--- config.mk ---
export PLATFORM = sky130hd
export DESIGN_NAME = cond_eval_top
export DESIGN_NICKNAME = d
export VERILOG_FILES = /design/src/rtl/cond_eval_pkg.sv /design/src/rtl/cond_match.sv /design/src/rtl/cond_decide.sv /design/src/rtl/ptr_step.sv /design/src/rtl/cond_eval_top.sv
export SDC_FILE = /design/constraint.sdc
export NUM_CORES = 1
export LEC_CHECK = 0
export BUFFER_PORTS_ARGS = -buffer_cell sky130_fd_sc_hd__buf_2
export CAP_MARGIN = 15
export CORE_MARGIN = 1.5
export CORE_UTILIZATION = 40
export CTS_BUF_LIST = sky130_fd_sc_hd__clkbuf_4 sky130_fd_sc_hd__clkbuf_8
export CTS_CLUSTER_SIZE = 16
export DETAILED_ROUTE_END_ITERATION = 12
export PLACE_DENSITY = 0.93
export SYNTH_ARGS = -nofsm -noshare
export SYNTH_HDL_FRONTEND = slang
export SYNTH_SLANG_ARGS = --single-unit
--- constraint.sdc ---
create_clock -name clk -period 3.3 [get_ports clk]
set_input_delay 0.165 -clock clk [delete_from_list [all_inputs] [get_ports clk]]
set_output_delay 0.165 -clock clk [all_outputs]
set_load 0.05 [all_outputs]
--- src/rtl/cond_eval_pkg.sv ---
package cond_eval_pkg;

  typedef enum logic [1:0] {
    COND_NEVER    = 2'b00,
    COND_IF_TRUE  = 2'b01,
    COND_IF_FALSE = 2'b10,
    COND_ALWAYS   = 2'b11
  } cond_mode_e;

  localparam int NUM_PURPOSE = 3;
  localparam int PURP_INTR   = 0;
  localparam int PURP_BRANCH = 1;
  localparam int PURP_WAIT   = 2;

  function automatic logic mode_acts(cond_mode_e m, logic hit);
    case (m)
      COND_NEVER:    return 1'b0;
      COND_IF_TRUE:  return hit;
      COND_IF_FALSE: return !hit;
      default:       return 1'b1;
    endcase
  endfunction

endpackage

--- src/rtl/cond_match.sv ---
module cond_match #(
  parameter int SEL_W    = 32,
  parameter int STAT_W   = 4,
  parameter int MASK_LSB = 16
) (
  input  logic [SEL_W-1:0]  sel,
  input  logic [STAT_W-1:0] status,
  output logic              hit
);
  logic [STAT_W-1:0] mask_f;
  logic [STAT_W-1:0] value_f;
  logic              sel_unused_bits;

  assign mask_f  = sel[MASK_LSB +: STAT_W];
  assign value_f = sel[0 +: STAT_W];
  assign hit     = ((status & mask_f) == (value_f & mask_f));
  assign sel_unused_bits = ^sel;
endmodule

--- src/rtl/cond_decide.sv ---
module cond_decide
  import cond_eval_pkg::*;
(
  input  logic [1:0] mode,
  input  logic       hit,
  output logic       act
);
  cond_mode_e mode_e;
  assign mode_e = cond_mode_e'(mode);
  assign act    = mode_acts(mode_e, hit);
endmodule

--- src/rtl/ptr_step.sv ---
module ptr_step #(
  parameter int AW     = 32,
  parameter int STRIDE = 16
) (
  input  logic [AW-1:0] cur,
  input  logic [AW-1:0] dep,
  input  logic          take,
  output logic [AW-1:0] nxt
);
  localparam logic [AW-1:0] STEP = AW'(STRIDE);
  assign nxt = take ? dep : (cur + STEP);
endmodule

--- src/rtl/cond_eval_top.sv ---
module cond_eval_top
  import cond_eval_pkg::*;
#(
  parameter int AW       = 32,
  parameter int SEL_W    = 32,
  parameter int STAT_W   = 4,
  parameter int MASK_LSB = 16,
  parameter int STRIDE   = 16
) (
  input  logic              clk,
  input  logic              rst,
  input  logic              eval_strobe,
  input  logic [1:0]        intr_mode,
  input  logic [1:0]        branch_mode,
  input  logic [1:0]        wait_mode,
  input  logic [STAT_W-1:0] dev_status,
  input  logic [SEL_W-1:0]  intr_select,
  input  logic [SEL_W-1:0]  branch_select,
  input  logic [SEL_W-1:0]  wait_select,
  input  logic [AW-1:0]     cur_ptr,
  input  logic [AW-1:0]     dep_ptr,
  output logic              result_valid,
  output logic              stall,
  output logic              writeback,
  output logic              irq_req,
  output logic              branch_taken,
  output logic [AW-1:0]     next_ptr,
  output logic              bt_flag
);
  localparam logic [AW-1:0] STEP = AW'(STRIDE);

  logic [SEL_W-1:0] sel_arr  [NUM_PURPOSE];
  logic [1:0]       mode_arr [NUM_PURPOSE];
  logic [NUM_PURPOSE-1:0] hit_v;
  logic [NUM_PURPOSE-1:0] act_v;
  logic [AW-1:0]    step_ptr;

  assign sel_arr[PURP_INTR]    = intr_select;
  assign sel_arr[PURP_BRANCH]  = branch_select;
  assign sel_arr[PURP_WAIT]    = wait_select;
  assign mode_arr[PURP_INTR]   = intr_mode;
  assign mode_arr[PURP_BRANCH] = branch_mode;
  assign mode_arr[PURP_WAIT]   = wait_mode;

  for (genvar p = 0; p < NUM_PURPOSE; p++) begin : g_purpose
    cond_match #(.SEL_W(SEL_W), .STAT_W(STAT_W), .MASK_LSB(MASK_LSB)) u_match (
      .sel    (sel_arr[p]),
      .status (dev_status),
      .hit    (hit_v[p])
    );
    cond_decide u_decide (
      .mode (mode_arr[p]),
      .hit  (hit_v[p]),
      .act  (act_v[p])
    );
  end

  ptr_step #(.AW(AW), .STRIDE(STRIDE)) u_step (
    .cur  (cur_ptr),
    .dep  (dep_ptr),
    .take (act_v[PURP_BRANCH]),
    .nxt  (step_ptr)
  );

  always_ff @(posedge clk) begin
    if (rst) begin
      result_valid <= 1'b0;
      stall        <= 1'b0;
      writeback    <= 1'b0;
      irq_req      <= 1'b0;
      branch_taken <= 1'b0;
      next_ptr     <= '0;
      bt_flag      <= 1'b0;
    end else begin
      result_valid <= eval_strobe;
      stall        <= 1'b0;
      writeback    <= 1'b0;
      irq_req      <= 1'b0;
      branch_taken <= 1'b0;
      if (eval_strobe) begin
        stall <= act_v[PURP_WAIT];
        if (!act_v[PURP_WAIT]) begin
          writeback    <= 1'b1;
          irq_req      <= act_v[PURP_INTR];
          branch_taken <= act_v[PURP_BRANCH];
          next_ptr     <= step_ptr;
          bt_flag      <= act_v[PURP_BRANCH];
        end
      end
    end
  end

  // verdict appears one cycle after the strobe
  a_r4_valid_after_strobe: assert property (@(posedge clk) disable iff (rst)
    eval_strobe |=> result_valid);
  // pulses only alongside a valid verdict
  a_r4_pulses_gated: assert property (@(posedge clk) disable iff (rst)
    (irq_req || stall || writeback || branch_taken) |-> result_valid);
  // a stall suppresses the rest of the pass
  a_r5_stall_suppresses: assert property (@(posedge clk) disable iff (rst)
    stall |-> (!irq_req && !writeback && !branch_taken));
  // pointer and flag hold through a stall
  a_r5_stall_holds: assert property (@(posedge clk) disable iff (rst)
    stall |-> ($stable(next_ptr) && $stable(bt_flag)));
  // every non-stalled pass writes status back
  a_r6_writeback: assert property (@(posedge clk) disable iff (rst)
    (result_valid && !stall) |-> writeback);
  // taken branch sets the flag
  a_r7_taken_flag: assert property (@(posedge clk) disable iff (rst)
    branch_taken |-> bt_flag);
  // sequential step advances by one descriptor
  a_r8_seq_step: assert property (@(posedge clk) disable iff (rst)
    (result_valid && !stall && !branch_taken) |->
      (next_ptr == $past(cur_ptr) + STEP && !bt_flag));

endmodule

==> flow_summary.yaml, run 1 <==
global_route:
  antenna_found_initial: 2
  grt_pass1_vias: 2829
  grt_usage: 0.232
  grt-ovfl-total: 0
  grt_pass1_wl_mm: 13.3
  grt_max_degree: 35
timing:
  clock.fmax_mhz: 479
  max-slew-margin-rel: 0.299
  hold_violations: 0
  worst_pin_slew_ns: 1.05
  clock_skew_ns: 0
  rsz0062_at_grt: "no"
  post-route-min-period_ns: 2.09
  slew_violations: 0
  min_period_over_period: 0.633
  final.setup.worst_slack_ns: 1.21
  fin_setup_tns_ns: 0
  setup_viol: 0
  holdWs_ns: 0.147
clock_network:
  clk_latency_ns: 0.28
  clockRootBuffer: "clkbuf_8"
  cts_resized: 0
  ctsLongestPathBuffers: 2
  cts_max_level: 2
  cts_sinks: 38
  cts_tree: "done"
  cts_buffers: 5
  ctsHoldBuffers: 0
  cts_setup_buffers: 0
  path_clk_slew_ns: 0.07
placement:
  place_congestion: 0.830
  port-buffer-count: 138
  placed_area_um2: 3230
  dpl.hpwl_mm: 6.09
  pre_cts_slack_ns: 0.946
worst_setup_path:
  cp-start-kind: "input pin"
  r2r_start: "next_ptr[1]$_SDFFE_PP0P_"
  rrSetupSlack_ns: 2.54
  reg2reg_to: "next_ptr[1]$_SDFFE_PP0P_"
  cp.required_ns: 3.45
  worstRegToRegCells: 2
  cp.arrival_ns: 2.24
  critical_path_class: "in2reg"
  endpoint_kind: "flop"
  critPathMaxFanout: 16
logic_synthesis:
  ys.flop_type: "dfxtp_1"
  synth_compound_area_frac: 0.281
  synth_top_family_by_area: "compound AO/OA/AOI/OAI gates"
  ys_types: 46
  async_reset_ff_frac: 0
  synth_xor_area_frac: 0.0753
  ys_seq_area_frac: 0.297
  synth_top_area_frac: 0.297
  yosysMostFrequentCell: "dfxtp_1"
  syn_inst: 313
  synth.area.top_cells: "dfxtp_1 30%, o32ai_1 8.6%, xor2_1 5.8%, nor4_1 5.1%, a21oi_1 5.1%"
  yosysWarningCount: 0
  ys_ff_latch: 38
  syn_nets: 487
  synth_edf_count: 0
  synth_area_um2: 2560
  yosys-top-cells-count: "38 x dfxtp_1, 26 x a21oi_1, 25 x o32ai_1"
  muxShareOfSynthArea: 0.00391
  syn_avg_cell_area_um2: 8.17
  yosysTopAreaCell: "dfxtp_1"
  synthAdderAreaFrac: 0.00489
  yosys.area_share.simple: 0.256
floorplanning:
  rows: 28
  core_um2: 6060
  io_pins: 211
  initial_core_util: 0.422
  die_h_um: 83.0
  dieArea_um2: 6880
  dieWidth_um: 83.0
min_path:
  hp-start: "intr_mode[1]"
  worstHoldPathType: "in2reg"
  holdPathEnd: "irq_req$_SDFF_PP0_"
  hold_path_depth: 3
outcome:
  status: "finished clean"
detailed_routing:
  ant_nets: 0
  wire_per_inst_um: 16.2
  drcViolationCount: 0
  drt-total-wl_mm: 8.23
  drtPass1Iterations: 4
  detail_route.vias_per_cell: 5.97
  vias: 3033
  drtIter0Drc: 269
layout:
  drive_gt1_frac: 0.375
  nets: 606
  area_growth_pct: 30.7
  design_area_um2: 3340
power_and_ir_drop:
  p_per_area_nw_per_um2: 432
  leakage_nw: 1.42
  peakVddDrop_uv: 190
run:
  max_cap_viol_count: 0
## layout by cell type, fill, tap and decap left out, types with 14 or more instances in the layout
cell      count
nor4_1       21
dfxtp_1      38
xor2_1       17
nand2b_1     14
inv_1        17
nand3_1      17
buf_2       138
a21oi_1      26
o32ai_1      25
nor3_1       17
## logic make-up after synthesis
group | after synthesis
adder cells (fa/ha/maj) | 1
buffers and inverters | 47
XOR/XNOR | 22
AND/OR/NAND/NOR | 106
AO/OA/AOI/OAI | 98
multiplexers | 1
flip-flops | 38
## per-stage QoR
stage                     std cells  power (mW)   util
after global placement          500        1.04  0.533
final                           508        1.44  0.552
after floorplan                 313       0.882      -
after CTS                       507        1.46  0.551
after detailed placement        500        1.05  0.533
after global routing            507        1.53  0.551
## final cells by class
cell class	instances	area, µm²
antenna	1	2.50
clock inverter	1	30.0
inverter	17	63.8
multi-input combinational	228	1590
timing repair buffer	142	721
clock buffer	6	82.6
fill	588	2720
tap	75	93.8
sequential	38	761
## worst max-delay path by stage
stage / start / endpoint / slack [ns] / cells after the start
2_1_floorplan: cur_ptr[4] / next_ptr[20]$_SDFFE_PP0P_ / 1.49 / 8
3_3_place_gp: cur_ptr[4] / next_ptr[30]$_SDFFE_PP0P_ / 0.97 / 7
3_5_place_dp: cur_ptr[4] / next_ptr[30]$_SDFFE_PP0P_ / 0.95 / 7
4_1_cts: cur_ptr[4] / next_ptr[30]$_SDFFE_PP0P_ / 1.25 / 7
5_1_grt: cur_ptr[4] / next_ptr[22]$_SDFFE_PP0P_ / 1.07 / 7
6_report: cur_ptr[4] / next_ptr[26]$_SDFFE_PP0P_ / 1.21 / 7
## flip-flops by register name, indices dropped and copies added, names as in the netlist
name          flops
irq_req           1
writeback         1
result_valid      1
branch_taken      1
next_ptr         32
bt_flag           1
stall             1
## worst max-delay path, cell delays in order
cell and delay (ns):
buf_2 0.13, ha_1 0.23, inv_1 0.10, or4_1 0.80, o31a_1 0.35, nor4_1 0.32
o32ai_1 0.14
## routing by layer
metal  wire length, µm  track usage  part of all wire
met5                17            0            0.0021
met3               624       0.0636             0.076
met2              4050        0.409              0.49
met1              3480        0.281              0.42
met4                62       0.0485            0.0075
## power breakdown
group          leakage (nW)  internal [mW]  switching, mW
registers             0.312          0.502         0.0195
clock network        0.0573          0.242          0.158
logic                  1.05          0.169          0.354
total                  1.42          0.912          0.531
(Power assumes the default switching activity.)
==> run 2, diff against run 1 <==
CORE_UTILIZATION = 36   (was 40)
PLACE_DENSITY = 0.88   (was 0.93)
clock period = 1.65 ns   (was 3.3 ns; I/O delays follow)
==> flow_summary.yaml, run 2 (same netlist as run 1, synthesis figures left out) <==
global_route:
  antenna_found_initial: 0
  grt_use_met2: 0.396
  grt_max_degree: 25
  grt_pass1_vias: 2997
  grt_usage: 0.222
  grtUsageMet3: 0.0445
  met1_usage: 0.259
  grt_pass1_wl_mm: 13.4
  grt.busiest_layer: "met2"
  grt-ovfl-total: 0
worst_setup_path:
  cp.arrival_ns: 1.85
  path_cells: "buf_2, ha_4, inv_1, or4_1, buf_4, buf_4, nor4_2, nor4_1, o32ai_1"
  cp_slowest_cell: "or4_1"
  endpoint_kind: "flop"
  critical_path_class: "in2reg"
  critPathBufInv: 4
  crit_family: "simple AND/OR/NAND/NOR gates"
  critical_path.most_common_cell: "buf_4"
  cp_slowest_stage_delay_ns: 0.51
  critPathMaxFanout: 13
  cp-start-kind: "input pin"
  cp.required_ns: 1.86
timing:
  holdWs_ns: 0.0143
  max-slew-margin-rel: 0.741
  hold_violations: 0
  setup_viol: 0
  clock_skew_ns: 0
  worst_pin_slew_ns: 0.388
  clock.fmax_mhz: 608
  rsz0062_at_grt: "yes"
  min_period_over_period: 0.996
  slew_violations: 0
  post-route-min-period_ns: 1.64
power_and_ir_drop:
  internal_power_mw: 2.06
  seq_power_share: 0.326
  p_per_area_nw_per_um2: 836
  power_frac_clock: 0.302
  p_sw_mw: 1.14
  power_mw: 3.20
  leakage_nw: 1.67
  peakVddDrop_uv: 517
  combPwrFrac: 0.372
  switching_share: 0.357
layout:
  area_growth_pct: 49.8
  regMostFlops: "next_ptr"
  drive_gt1_frac: 0.443
  largest_reg_flops: 32
  design_area_um2: 3830
  mostFrequentLayoutCells: "138 x buf_2, 38 x dfxtp_1, 38 x buf_4"
  layout_commonest_cell: "buf_2"
  antenna-diode-count: 0
  nets: 647
detailed_routing:
  drcViolationCount: 0
  wire_per_inst_um: 15.5
  ant_nets: 0
  drtPass1Iterations: 4
  detail_route.vias_per_cell: 5.57
  drtIter0Drc: 166
  vias: 3176
  drt-total-wl_mm: 8.85
clock_network:
  path_clk_slew_ns: 0.08
  cts_buffers: 5
  ctsLongestPathBuffers: 2
  ctsHoldBuffers: 0
  cts_max_level: 2
  clockRootBuffer: "clkbuf_8"
  clk_latency_ns: 0.29
  cts_sinks: 38
  cts_tree: "done"
floorplanning:
  rows: 30
  initial_core_util: 0.374
  die_h_um: 87.3
  core_um2: 6830
  io_pins: 211
  dieWidth_um: 87.3
  dieArea_um2: 7620
run:
  max_cap_viol_count: 0
min_path:
  worstHoldPathType: "in2reg"
placement:
  dpl.hpwl_mm: 6.63
  port-buffer-count: 138
  place_congestion: 0.843
  placed_area_um2: 3660
outcome:
  status: "finished clean"
==> run 2: final timing paths <==
kind	cells after the start	from	to	slack (ns)
worst max register to register	2	next_ptr[1]$_SDFFE_PP0P_	next_ptr[1]$_SDFFE_PP0P_	0.92
worst min register to register	2	next_ptr[23]$_SDFFE_PP0P_	next_ptr[23]$_SDFFE_PP0P_	0.46
worst min-delay path	3	intr_mode[1]	irq_req$_SDFF_PP0_	0.01
worst max-delay path	9	cur_ptr[5]	next_ptr[24]$_SDFFE_PP0P_	0.006
==> run 2: area by class of cell <==
class,count,area (µm²)
clock buffers,5,68.8
flip-flops and latches,38,761
inverters,17,63.8
clock inverters,3,68.8
well taps,96,120
multi-input cells,228,1630
fillers,628,3000
repair buffers,183,1120
==> run 2: metrics by stage <==
step,setup TNS (ns),setup WS [ns],utilization,std cells
after global routing,-0.112,-0.0387,0.561,570
after global placement,-2.05,-0.251,0.536,562
after floorplan,0,0.00608,-,313
after detailed placement,-3.85,-0.288,0.536,562
after CTS,0,0.0299,0.556,570
final,0,0.00624,0.561,570
==> run 2: worst register-to-register path, stage by stage (launching register included) <==
cell,delay [ns]
dfxtp_1,0.33
a31oi_1,0.05
a311oi_1,0.26
==> run 2: power groups by stage <==
stage                     clock [mW]  sequential [mW]  combinational, mW
final                          0.967             1.04               1.19
after global placement             0             1.06               1.15
after detailed placement           0             1.06               1.17
after floorplan                    0             1.36              0.403
after global routing            1.03             1.05               1.27
after CTS                      0.984             1.04               1.18
==> run 2: per-layer routing <==
metal,share of wire,vias up
met3,0.078,12
li1,-,1537
met5,0,-
met4,0.016,0
met2,0.50,141
met1,0.41,1486
==> run 2: repair_timing <==
action,4_1_cts,5_1_grt
setup endpoints to repair,0,4
resized for setup,0,5
setup buffers,0,0
==> run 3, diff against run 2 <==
CORE_UTILIZATION = 35   (was 36)
CTS_BUF_LIST = default   (was sky130_fd_sc_hd__clkbuf_4 sky130_fd_sc_hd__clkbuf_8)
PLACE_DENSITY = 0.87   (was 0.88)
==> flow_summary.yaml, run 3 (same netlist as run 1, synthesis figures left out) <==
outcome:
  status: "finished clean"
power_and_ir_drop:
  combPwrFrac: 0.406
  p_per_area_nw_per_um2: 762
  power_frac_clock: 0.226
  switching_share: 0.396
  p_sw_mw: 1.13
  leakage_nw: 1.63
  power_mw: 2.85
  seq_power_share: 0.367
  peakVddDrop_uv: 363
  internal_power_mw: 1.72
global_route:
  grt_max_degree: 35
  met1_usage: 0.274
  grt.busiest_layer: "met2"
  grt_pass1_wl_mm: 13.4
  grtUsageMet3: 0.0392
  grt_pass1_vias: 2878
  grt-ovfl-total: 0
  antenna_found_initial: 0
  grt_use_met2: 0.373
  grt_usage: 0.218
timing:
  worst_pin_slew_ns: 0.364
  slew_violations: 0
  min_period_over_period: 0.973
  max-slew-margin-rel: 0.754
  fin_setup_tns_ns: 0
  clock.fmax_mhz: 623
  post-route-min-period_ns: 1.61
  clock_skew_ns: 0
  setup_viol: 0
  hold_violations: 0
  holdWs_ns: 0.0255
detailed_routing:
  drt-total-wl_mm: 8.84
  wire_per_inst_um: 15.4
  ant_nets: 0
  drcViolationCount: 0
  drtIter0Drc: 267
  vias: 3180
  drtPass1Iterations: 4
  detail_route.vias_per_cell: 5.55
floorplanning:
  dieWidth_um: 88.5
  core_um2: 6940
  initial_core_util: 0.368
  dieArea_um2: 7830
  io_pins: 211
  die_h_um: 88.5
  rows: 30
placement:
  port-buffer-count: 138
  placed_area_um2: 3610
  dpl.hpwl_mm: 6.67
  place_congestion: 0.864
clock_network:
  cts_tree: "done"
  clockRootBuffer: "clkbuf_8"
  path_clk_slew_ns: 0.08
  cts_max_level: 2
  clk_latency_ns: 0.29
  ctsLongestPathBuffers: 2
  cts_sinks: 38
  cts_buffers: 5
worst_setup_path:
  endpoint_kind: "flop"
  path_cells: "buf_2, ha_4, inv_1, or4_1, buf_4, o31a_1, nor4_1, o32ai_1"
  cp.required_ns: 1.82
  cp_slowest_cell: "or4_1"
  cp-start-kind: "input pin"
  cp_slowest_stage_delay_ns: 0.51
  critPathMaxFanout: 16
  critical_path_class: "in2reg"
  cp.arrival_ns: 1.78
layout:
  drive_gt1_frac: 0.439
  largest_reg_flops: 32
  layout.filler_cells: 642
  design_area_um2: 3740
  regMostFlops: "next_ptr"
  nets: 650
  layout_commonest_cell: "buf_2"
  mostFrequentLayoutCells: "138 x buf_2, 44 x buf_4, 38 x dfxtp_1"
  area_growth_pct: 46.1
run:
  max_cap_viol_count: 0
min_path:
  worstHoldPathType: "in2reg"
## run 3: cell types whose count changed in the layout (fill, tap and decap cells not counted)
cell	previous run	this run
clkinv_4	1	0
diode_2	0	1
nor4_2	9	8
clkinv_2	0	2
dlygate4sd3_1	0	1
nor4b_2	1	0
nor4b_1	0	1
buf_4	38	44
bufinv_16	2	0
nor4_1	17	18
buf_12	7	3
## run 3: final cells by class
type | count | area, µm² | area share
antenna | 1 | 2.50 | 0.000670
clock buffer | 5 | 68.8 | 0.0184
clock inverter | 2 | 10.0 | 0.00268
inverter | 17 | 63.8 | 0.0171
multi-input combinational | 228 | 1620 | 0.434
sequential | 38 | 761 | 0.204
tap | 96 | 120 | 0.0321
timing repair buffer | 186 | 1090 | 0.292
## run 3: timing repair
| action | 4_1_cts | 5_1_grt |
|---|---|---|
| hold buffers | 1 | 0 |
| resized for setup | 0 | 3 |
| buffers inserted | 0 | 2 |
| endpoints found under the hold margin | 1 | 0 |
| endpoints found under the setup margin | 0 | 5 |
## run 3: worst max-delay path: cells and delay by family
| kind | cells | cell delay [ns] |
|---|---|---|
| buffers and inverters | 3 | 0.40 |
| adders and majority gates | 1 | 0.15 |
| AOI/OAI and AO/OA | 2 | 0.35 |
| and+or+nand+nor | 2 | 0.79 |
## run 3: final timing paths
path         depth (start not counted)                         to  slack [ns]                      from
max                                  8  next_ptr[26]$_SDFFE_PP0P_        0.04                cur_ptr[4]
max reg2reg                          2   next_ptr[1]$_SDFFE_PP0P_        0.94  next_ptr[1]$_SDFFE_PP0P_
min                                  3         irq_req$_SDFF_PP0_        0.03              intr_mode[1]
min reg2reg                          2       bt_flag$_SDFFE_PP0P_        0.46      bt_flag$_SDFFE_PP0P_
## run 3: metrics by stage
step | utilization | std cells | setup WS, ns
2_1_floorplan | - | 313 | 0.00608
6_report | 0.538 | 573 | 0.0444
4_1_cts | 0.533 | 570 | 0.0610
3_3_place_gp | 0.520 | 562 | -0.199
3_5_place_dp | 0.520 | 562 | -0.253
5_1_grt | 0.538 | 572 | -0.0112
## run 3: routing by layer
metal	vias up	part of all wire
met3	14	0.077
met2	138	0.48
met1	1491	0.42
met5	-	0
met4	0	0.019
li1	1537	-
## run 3: power by group through the flow
| stage | clock, mW | sequential, mW | combinational, mW |
|---|---|---|---|
| final | 0.644 | 1.05 | 1.16 |
| after global routing | 0.690 | 1.05 | 1.24 |
| after CTS | 0.647 | 1.05 | 1.15 |
| after floorplan | 0 | 1.36 | 0.403 |
| after detailed placement | 0 | 1.07 | 1.15 |
| after global placement | 0 | 1.06 | 1.13 |
